--- src/rtl/cs_echo_pkg.sv ---
package cs_echo_pkg;
   typedef struct packed {
      logic bank;   // cs2 and cs3 both asserted
      logic dev;    // all three enables asserted
      logic rd;     // dev and read access
   } sel_vec_t;
   localparam int SEL_W = $bits(sel_vec_t);
endpackage

--- src/rtl/cs_decode.sv ---
module cs_decode
   import cs_echo_pkg::*;
(
   input  logic     cs1_n,
   input  logic     cs2,
   input  logic     cs3,
   input  logic     cs2_pol,
   input  logic     cs3_pol,
   input  logic     wr_n,
   output sel_vec_t hit
);
   logic m2, m3;
   always_comb begin
      m2       = (cs2 == cs2_pol);
      m3       = (cs3 == cs3_pol);
      hit.bank = m2 & m3;
      hit.dev  = hit.bank & ~cs1_n;
      hit.rd   = hit.dev & wr_n;
   end
endmodule

--- src/rtl/sel_delay.sv ---
module sel_delay #(
   parameter int W     = 3,
   parameter int DEPTH = 2
) (
   input  logic         clk,
   input  logic         rst_n,
   input  logic [W-1:0] d,
   output logic [W-1:0] q_first,
   output logic [W-1:0] q_last
);
   generate
      if (DEPTH < 1) begin : g_bad
         $error("sel_delay: DEPTH must be at least 1");
      end
      if (W < 1) begin : g_badw
         $error("sel_delay: W must be at least 1");
      end
   endgenerate

   logic [W-1:0] stg [DEPTH];

   always_ff @(posedge clk or negedge rst_n) begin
      if (!rst_n) stg[0] <= '0;
      else        stg[0] <= d;
   end

   generate
      for (genvar i = 1; i < DEPTH; i++) begin : g_stage
         always_ff @(posedge clk or negedge rst_n) begin
            if (!rst_n) stg[i] <= '0;
            else        stg[i] <= stg[i-1];
         end
      end
   endgenerate

   assign q_first = stg[0];
   assign q_last  = stg[DEPTH-1];
endmodule

--- src/rtl/echo_gen.sv ---
module echo_gen (
   input  logic clk,
   input  logic rst_n,
   input  logic en,
   output logic echo_t,
   output logic echo_c
);
   logic ph;
   always_ff @(posedge clk or negedge rst_n) begin
      if (!rst_n) ph <= 1'b0;
      else        ph <= ~ph;
   end
   assign echo_t = en & ph;
   assign echo_c = en & ~ph;

   // the two phases are never high together
   a_r5_phase_excl: assert property (@(posedge clk) disable iff (!rst_n)
      !(echo_t && echo_c));
   // both phases are silent while disabled
   a_r5_quiet_off: assert property (@(posedge clk) disable iff (!rst_n)
      !en |-> (!echo_t && !echo_c));
   // the true phase toggles on every cycle of an enabled run
   a_r5_toggle: assert property (@(posedge clk) disable iff (!rst_n)
      (en && $past(en)) |-> (echo_t != $past(echo_t)));
endmodule

--- src/rtl/cs_echo_gate.sv ---
module cs_echo_gate
   import cs_echo_pkg::*;
#(
   parameter int LAT = 2
) (
   input  logic clk,
   input  logic rst_n,
   input  logic cs1_n,
   input  logic cs2,
   input  logic cs3,
   input  logic cs2_pol,
   input  logic cs3_pol,
   input  logic wr_n,
   output logic dev_sel,
   output logic echo_en,
   output logic echo_t,
   output logic echo_c,
   output logic data_oe
);
   generate
      if (LAT < 1) begin : g_lat_bad
         $error("cs_echo_gate: LAT must be at least 1");
      end
   endgenerate

   sel_vec_t hit, s_first, s_last;

   cs_decode i_dec (
      .cs1_n(cs1_n), .cs2(cs2), .cs3(cs3),
      .cs2_pol(cs2_pol), .cs3_pol(cs3_pol),
      .wr_n(wr_n), .hit(hit)
   );

   sel_delay #(.W(SEL_W), .DEPTH(LAT)) i_dly (
      .clk(clk), .rst_n(rst_n), .d(hit),
      .q_first(s_first), .q_last(s_last)
   );

   assign dev_sel = s_first.dev;
   assign echo_en = s_last.bank;
   assign data_oe = s_last.rd;

   echo_gen i_echo (
      .clk(clk), .rst_n(rst_n), .en(echo_en),
      .echo_t(echo_t), .echo_c(echo_c)
   );

   // data is driven only by a bank whose echo is alive
   a_r6_oe_needs_echo: assert property (@(posedge clk) disable iff (!rst_n)
      data_oe |-> echo_en);

   generate
      if (LAT == 2) begin : g_lat2_chk
         // a device select one cycle ago means echo is on now
         a_r4_sel_then_echo: assert property (@(posedge clk) disable iff (!rst_n)
            $past(dev_sel) |-> echo_en);
      end
   endgenerate
endmodule

--- config.mk ---
export PLATFORM = sky130hd
export DESIGN_NAME = cs_echo_gate
export DESIGN_NICKNAME = d
export VERILOG_FILES = /design/src/rtl/cs_echo_pkg.sv /design/src/rtl/cs_decode.sv /design/src/rtl/sel_delay.sv /design/src/rtl/echo_gen.sv /design/src/rtl/cs_echo_gate.sv
export SDC_FILE = /design/constraint.sdc
export NUM_CORES = 1
export LEC_CHECK = 0
export BUFFER_PORTS_ARGS = -buffer_cell sky130_fd_sc_hd__buf_2
export CORE_AREA = 2 2 39 41
export DETAILED_ROUTE_END_ITERATION = 16
export DIE_AREA = 0 0 41 43
export SYNTH_ARGS = -nofsm -noshare
export SYNTH_HDL_FRONTEND = slang
export SYNTH_SLANG_ARGS = --single-unit
--- constraint.sdc ---
create_clock -name clk -period 1.52 [get_ports clk]
set_input_delay 0.228 -clock clk [delete_from_list [all_inputs] [get_ports clk]]
set_output_delay 0.228 -clock clk [all_outputs]
set_load 0.1 [all_outputs]
==> impl_metrics.json, run 1 <==
{
  "initial_core_util_pct": 15.0,
  "dieArea_mm2": 0.00176,
  "synth_seq_area_share_pct": 72.3,
  "crit_chain": "and2_2 -> buf_2",
  "num-nets-final": 40,
  "p_comb_share_pct": 23.3,
  "clockRootBuffer": "clkbuf_4",
  "finalHoldViolCount": 0,
  "min_from": "cs1_n",
  "grt-ovfl-total": 0,
  "cts_tree": "built",
  "drt_iter0_drc": 1,
  "layout_commonest_cell": "buf_2",
  "drive_gt1_share_pct": 61.3,
  "clk_path_buf_depth": 2,
  "required_ns": 1.29,
  "antenna_cells": 0,
  "startpoint_type": "flop",
  "min_period_over_period_pct": 93.6,
  "rsz0062_at_grt": "no",
  "ctsResizeCount": 0,
  "io_pins": 13,
  "syn-cell-area_um2": 208,
  "via_per_inst": 3.30,
  "postSynthNetCount": 22,
  "hold_path_end": "i_dly.q_first[0]",
  "grt_use_total_pct": 5.16,
  "p_leak_nw": 0.178,
  "hold_class": "primary input to flop",
  "skew_ns": 0.0000601,
  "rrSetupSlack_ns": 0.97,
  "ir_drop_v": 0.000359,
  "htreeDepth": 1,
  "final_cell_mix": "buf_2, dfrtp_1, clkbuf_4, xor2_1",
  "ys_ff_latch": 6,
  "cp-end-kind": "output port",
  "synth_cell_types": 8,
  "num_rows": 14,
  "yosysWarnings": 0,
  "path_class": "flop to output port",
  "ff2ff_path_depth": 1,
  "hold_depth": 2,
  "power_frac_clock_pct": 36.1,
  "syn-mean-instance-area_um2": 14.8,
  "period_minus_slack_ns": 1.42,
  "port_buffers": 12,
  "antenna_left": 0,
  "synth_top_area_cell": "dfrtp_1",
  "cts_buffers": 3,
  "dieHeight_um": 43,
  "grt_pass1_vias": 132,
  "route.detailed.drc": 0,
  "totalPowerFinal_w": 0.000428,
  "clk_latency_ns": 0.24,
  "syn-instance-count": 14,
  "worstMarginPinSlew_ns": 0.490,
  "first_pass_iters": 2,
  "cts_setup_buffers": 0,
  "coreArea_mm2": 0.00138,
  "syn_to_final_growth_pct": 62.0,
  "worstReg2RegStart": "i_echo.ph",
  "critPathMaxFanout": 3,
  "slew_violations": 0,
  "die_x_um": 41,
  "clock.fmax_mhz": 703,
  "setup_viol": 0,
  "antenna_found_initial": 0,
  "run_status": "complete, no violations",
  "switching_power_w": 0.000136,
  "dp_hpwl_um": 309,
  "gp_congestion": 0.586,
  "critPathSlowestCell": "buf_2",
  "synth_area_leaders": "dfrtp_1, xor2_1, nor4b_2",
  "grt_max_degree": 7,
  "p_per_area_mw_per_mm2": 1270,
  "avgRoutedWirePerCell_um": 7.62,
  "fin_tns_setup_ns": 0,
  "clock_sinks": 6,
  "crit_path_max_incr_delay_ns": 0.41,
  "drv_cap": 0,
  "pwr-share-seq_pct": 40.5,
  "grt_pass1_wl_um": 496,
  "clkTransAtPathRegs_ns": 0.05,
  "p_int_w": 0.000292,
  "synth_top_area_share_pct": 72.3,
  "worstPathArrival_ns": 1.20,
  "r2r-end": "i_echo.ph",
  "routed-via-count": 155,
  "drt_wl_total_um": 358,
  "switching_share_pct": 31.8,
  "maxSlewHeadroom_pct": 67.6
}
==> stage by stage <==
| step | utilization [%] | worst slack [ns] | instance area [um^2] | instances | hold WS [ns] |
|---|---|---|---|---|---|
| CTS | 24.3 | 0.0813 | 337 | 47 | 0.161 |
| global placement | 21.7 | 0.364 | 300 | 42 | 0.0544 |
| detailed placement | 21.7 | 0.347 | 300 | 42 | 0.0580 |
| global route | 24.3 | 0.0324 | 337 | 47 | 0.166 |
| floorplan | - | 0.0981 | 220 | 14 | -0.0676 |
| finish | 24.3 | 0.0970 | 337 | 47 | 0.170 |
==> what timing repair did <==
item	in CTS	in global routing
endpoints found under the hold margin	6	0
endpoints found under the setup margin	0	0
hold buffers	1	0
==> cell usage after synthesis <==
cell and instances:
nor4b_2 1, nor2_1 1, nor3_1 1, inv_1 1, xor2_1 2, and2_1 1
dfrtp_1 6, nor2b_1 1
==> worst max-delay path: cells and delay by family (launching register included) <==
| kind | cells | cell delay (ns) |
|---|---|---|
| simple gates | 1 | 0.15 |
| buf+inv | 1 | 0.41 |
| flops | 1 | 0.39 |
==> state kept, by name (all words and copies together) (netlist names) <==
register	count
i_dly.q_last	2
i_dly.q_first	3
i_echo.ph	1
==> layout make-up <==
type                    instances  area [um^2]
well taps                      16         20.0
inverters                       1         3.75
fillers                       149         1050
flip-flops and latches          6          154
multi-input cells               7         62.6
clock buffers                   4         26.3
repair buffers                 13         70.1
==> how the worst max path moves through the flow <==
stage,start,endpoint,slack (ns),cells after the start
after floorplan,i_dly.q_last[2],echo_c,0.1,1
after global placement,i_echo.ph,echo_t,0.36,2
final,i_echo.ph,echo_t,0.1,2
after detailed placement,i_echo.ph,echo_t,0.35,2
after global routing,i_echo.ph,echo_t,0.03,2
after CTS,i_echo.ph,echo_t,0.08,2
==> power by group through the flow <==
stage / logic (W) / clock network (W) / registers [W]
CTS: 0.000101 / 0.000163 / 0.000174
global route: 0.000105 / 0.000179 / 0.000174
detailed placement: 0.0000990 / 0 / 0.000176
global placement: 0.0000978 / 0 / 0.000176
finish: 0.000100 / 0.000155 / 0.000174
floorplan: 0.0000350 / 0 / 0.000217
==> cells by family (layout without fill, tap and decap cells) <==
family | Yosys count | after routing | synth area share (%)
buffers and inverters | 1 | 18 | 1.81
AND/OR/NAND/NOR | 5 | 5 | 17.5
XOR/XNOR | 2 | 2 | 8.44
flip-flops | 6 | 6 | 72.3
==> layer usage <==
| layer | share of wire, % | track usage (%) | vias to the layer above |
|---|---|---|---|
| li1 | - | - | 77 |
| met1 | 46 | 5.28 | 65 |
| met2 | 36 | 5.31 | 13 |
| met3 | 18 | 6.28 | 0 |
| met4 | 0 | 4.00 | 0 |
| met5 | 0 | 0 | - |
Note: power is estimated with default switching activity, not from simulation.
==> run 2, diff against run 1 <==
BUFFER_PORTS_ARGS = unset   (was -buffer_cell sky130_fd_sc_hd__buf_2)
DONT_BUFFER_PORTS = 1   (was unset)
SLEW_MARGIN = 0   (was unset)
==> run 2 against run 1 <==
Via count decreased by 10%. Combinational power increased by 4%. Utilization increased by 0.18 points. First-iteration DRC count decreased by 100%. Worst hold slack got worse by 0.13 ns. Sequential share of layout area decreased by 0.34 points. Critical endpoint unchanged. Clock skew increased by 0.0064 ns. Clock-buffer cell count unchanged. Total power increased by 0.99%. Worst setup slack improved by 0.10 ns.
==> impl_metrics.json, run 2 (synthesized netlist as in run 1, its figures left out) <==
{
  "rsz0062_at_grt": "no",
  "dp_cells": 35,
  "setup_viol": 0,
  "required_ns": 1.29,
  "antenna_left": 0,
  "num_rows": 14,
  "startpoint_type": "flop",
  "drv_cap": 0,
  "syn_to_final_growth_pct": 63.3,
  "n_fill_cell": 146,
  "min_from": "cs1_n",
  "multi_input_area_um2": 62.6,
  "coreArea_mm2": 0.00138,
  "initial_core_util_pct": 15.0,
  "clk_latency_ns": 0.24,
  "drt_iter0_drc": 0,
  "min_period_over_period_pct": 86.9,
  "grt_use_total_pct": 6.46,
  "first_pass_iters": 1,
  "worstPathArrival_ns": 1.09,
  "critPathSlowestCell": "dfrtp_4",
  "startpoint": "i_dly.q_last[2]",
  "path_class": "flop to output port",
  "p_per_area_mw_per_mm2": 1280,
  "place_area_um2": 303,
  "final_area_um2": 339,
  "routed-via-count": 139,
  "largest_register_ffs": 3,
  "instances_no_fill": 40,
  "antenna_found_initial": 0,
  "port_buffers": 0,
  "period_minus_slack_ns": 1.32,
  "whs_ns": 0.0445,
  "slew_violations": 0,
  "route.detailed.drc": 0,
  "drt_wl_total_um": 403,
  "skew_ns": 0.00647,
  "clock_sinks": 6,
  "clock.fmax_mhz": 757,
  "clockRootBuffer": "clkbuf_4",
  "cts_tree": "built",
  "critPathMaxFanout": 3,
  "grt_max_degree": 7,
  "finalHoldViolCount": 0,
  "drive_gt1_share_pct": 50.0,
  "io_pins": 13,
  "clkTransAtPathRegs_ns": 0.05,
  "dieHeight_um": 43,
  "ir_drop_v": 0.000262,
  "final_cell_mix": "dfrtp_1, clkbuf_4, buf_4, xor2_1, buf_12",
  "worstMarginPinSlew_ns": 0.287,
  "gp_congestion": 0.590,
  "crit_path_max_incr_delay_ns": 0.47,
  "fin_tns_setup_ns": 0,
  "p_leak_nw": 0.157,
  "seq_area_um2": 154,
  "via_per_inst": 3.48,
  "fin_util_pct": 24.5,
  "maxSlewHeadroom_pct": 80.8,
  "num-nets-final": 33,
  "grt_pass1_wl_um": 627,
  "run_status": "complete, no violations",
  "cts_buffers": 3,
  "cp-end-kind": "output port",
  "grt_pass1_vias": 156,
  "layout_commonest_cell": "dfrtp_1",
  "dieArea_mm2": 0.00176,
  "die_x_um": 41,
  "ctsResizeCount": 0,
  "hold_class": "primary input to flop",
  "worstReg2RegStart": "i_echo.ph",
  "clk_path_buf_depth": 2,
  "avgRoutedWirePerCell_um": 10.1,
  "cts_setup_buffers": 0,
  "crit_chain": "and2_2 -> buf_12",
  "htreeDepth": 1,
  "antenna_cells": 0,
  "grt-ovfl-total": 0
}
==> run 2: power breakdown <==
group / total [W] / switching [W] / internal (W)
Clock: 0.000154 / 0.0000545 / 0.0000992
Sequential: 0.000175 / 0.00000382 / 0.000171
Combinational: 0.000104 / 0.0000761 / 0.0000278
==> run 2: worst max-delay path, delay by kind of cell (launching register included) <==
kind                   cells  cell delay (ns)
DFF                        1             0.47
and+or+nand+nor            1             0.21
buffers and inverters      1             0.16
==> run 2: area by class of cell <==
cell class	count	area share, %
flip-flops and latches	6	45.4
repair buffers	6	21.4
multi-input cells	7	18.5
clock buffers	4	7.75
well taps	16	5.90
inverters	1	1.11
==> run 2: worst paths after layout <==
check                      depth (start not counted)  slack [ns]          endpoint
max                                                2        0.20            echo_t
min                                                1        0.04  i_dly.q_first[0]
max reg2reg                                        1        0.96         i_echo.ph
min reg2reg                                        0        0.35   i_dly.q_last[2]
max in group asynchronous                          1        0.99   i_dly.q_last[2]
min in group asynchronous                          1        0.29  i_dly.q_first[0]
==> run 2: routing by layer <==
| metal | vias up | part of all wire [%] | global-route usage, % |
|---|---|---|---|
| met5 | - | 0 | 0 |
| met4 | 0 | 0 | 8.00 |
| met3 | 0 | 24 | 6.28 |
| met2 | 13 | 47 | 8.13 |
| met1 | 61 | 30 | 4.58 |
| li1 | 65 | - | - |
==> run 2: through the flow <==
step / total power [W] / worst slack, ns
floorplan: 0.000252 / 0.0981
global placement: 0.000276 / 0.462
detailed placement: 0.000278 / 0.457
CTS: 0.000446 / 0.179
global route: 0.000463 / 0.153
finish: 0.000433 / 0.198
==> run 2: repair_timing <==
item | CTS | global route
setup endpoints to repair | 0 | 0
hold buffers | 1 | 0
hold endpoints to repair | 6 | 0
==> run 3, diff against run 2 <==
MAX_ROUTING_LAYER = met4   (was unset)
==> run 3 against run 2 <==
Non-clock buffer count stayed put. Cell count stayed put. Sequential power hardly changed. Clock-buffer cell count is the same. Sequential cell count unchanged. Via count unchanged. Combinational power about the same. Clock power about the same. Die area unchanged. Critical path depth did not move. Clock skew about the same. Cell area unchanged.
==> impl_metrics.json, run 3 (synthesized netlist as in run 1, its figures left out) <==
{
  "rrSetupSlack_ns": 0.96,
  "rsz0062_at_grt": "no",
  "antenna_left": 0,
  "period_minus_slack_ns": 1.32,
  "clk_path_buf_depth": 2,
  "cp-end-kind": "output port",
  "antenna_cells": 0,
  "finalHoldViolCount": 0,
  "skew_ns": 0.00647,
  "cts_tree": "built",
  "run_status": "complete, no violations",
  "clockRootBuffer": "clkbuf_4",
  "p_per_area_mw_per_mm2": 1280,
  "dieArea_mm2": 0.00176,
  "grt-ovfl-total": 0,
  "initial_core_util_pct": 15.0,
  "num_rows": 14,
  "gp_congestion": 0.593,
  "largest_register_ffs": 3,
  "fin_tns_setup_ns": 0,
  "clkTransAtPathRegs_ns": 0.05,
  "drt_iter0_drc": 0,
  "grt_use_total_pct": 6.62,
  "final_cell_mix": "dfrtp_1, clkbuf_4, buf_4, xor2_1, buf_12",
  "grt_pass1_vias": 157,
  "critPathMaxFanout": 3,
  "num-nets-final": 33,
  "port_buffers": 0,
  "io_pins": 13,
  "grt_max_degree": 7,
  "hold_class": "primary input to flop",
  "drt_wl_total_um": 403,
  "ir_drop_v": 0.000262,
  "avgRoutedWirePerCell_um": 10.1,
  "clock_sinks": 6,
  "via_per_inst": 3.48,
  "worstMarginPinSlew_ns": 0.287,
  "setup_viol": 0,
  "htreeDepth": 1,
  "clk_latency_ns": 0.24,
  "routed-via-count": 139,
  "grt_pass1_wl_um": 621,
  "dieHeight_um": 43,
  "maxSlewHeadroom_pct": 80.8,
  "totalPowerFinal_w": 0.000433,
  "cts_buffers": 3,
  "min_period_over_period_pct": 86.9,
  "cts_setup_buffers": 0,
  "startpoint_type": "flop",
  "first_pass_iters": 1,
  "die_x_um": 41,
  "whs_ns": 0.0444,
  "slew_violations": 0,
  "antenna_found_initial": 0,
  "worstPathArrival_ns": 1.09,
  "layout_commonest_cell": "dfrtp_1",
  "route.detailed.drc": 0,
  "drive_gt1_share_pct": 50.0,
  "path_class": "flop to output port",
  "p_leak_nw": 0.157,
  "coreArea_mm2": 0.00138,
  "required_ns": 1.29,
  "syn_to_final_growth_pct": 63.3,
  "drv_cap": 0,
  "clock.fmax_mhz": 757
}
[run 3: worst paths after layout]
check                                  from                to  depth (start not counted)
max                         i_dly.q_last[2]            echo_t                          2
min                                   cs1_n  i_dly.q_first[0]                          1
max reg2reg                       i_echo.ph         i_echo.ph                          1
min reg2reg                i_dly.q_first[2]   i_dly.q_last[2]                          0
max in group asynchronous             rst_n   i_dly.q_last[2]                          1
min in group asynchronous             rst_n  i_dly.q_first[0]                          1
[run 3: metrics by stage]
| stage | util [%] | worst slack, ns | std cells | instance area [um^2] |
|---|---|---|---|---|
| 2_1_floorplan | - | 0.0981 | 14 | 220 |
| 3_3_place_gp | 21.9 | 0.462 | 35 | 303 |
| 3_5_place_dp | 21.9 | 0.457 | 35 | 303 |
| 4_1_cts | 24.5 | 0.179 | 40 | 339 |
| 5_1_grt | 24.5 | 0.153 | 40 | 339 |
| 6_report | 24.5 | 0.198 | 40 | 339 |
[run 3: report_power, final]
group          switching, W  internal (W)  total [W]  leakage (nW)
clock             0.0000545     0.0000992   0.000154        0.0150
sequential       0.00000382      0.000171   0.000175        0.0745
combinational     0.0000761     0.0000278   0.000104        0.0678
total              0.000134      0.000298   0.000433         0.157
[run 3: timing repair]
| item | 4_1_cts | 5_1_grt |
|---|---|---|
| endpoints found under the setup margin | 0 | 0 |
| hold endpoints to repair | 6 | 0 |
| hold buffers | 1 | 0 |
| resized for setup | 0 | 0 |
[run 3: final cells by class]
cell class / instances / area (um^2)
repair buffers: 6 / 72.6
inverters: 1 / 3.75
multi-input cells: 7 / 62.6
clock buffers: 4 / 26.3
fillers: 146 / 1040
well taps: 16 / 20.0
flip-flops and latches: 6 / 154
[run 3: layer usage]
layer	GRT usage (%)	up-vias	wire length, um
li1	-	65	-
met1	4.58	61	119
met2	8.13	13	190
met3	6.28	0	92
met4	8.00	0	0
met5	-	-	0
[run 3: worst max-delay path, cell delays in order, from the launching register on]
cell and delay [ns]:
dfrtp_4 0.47, and2_2 0.21, buf_12 0.16
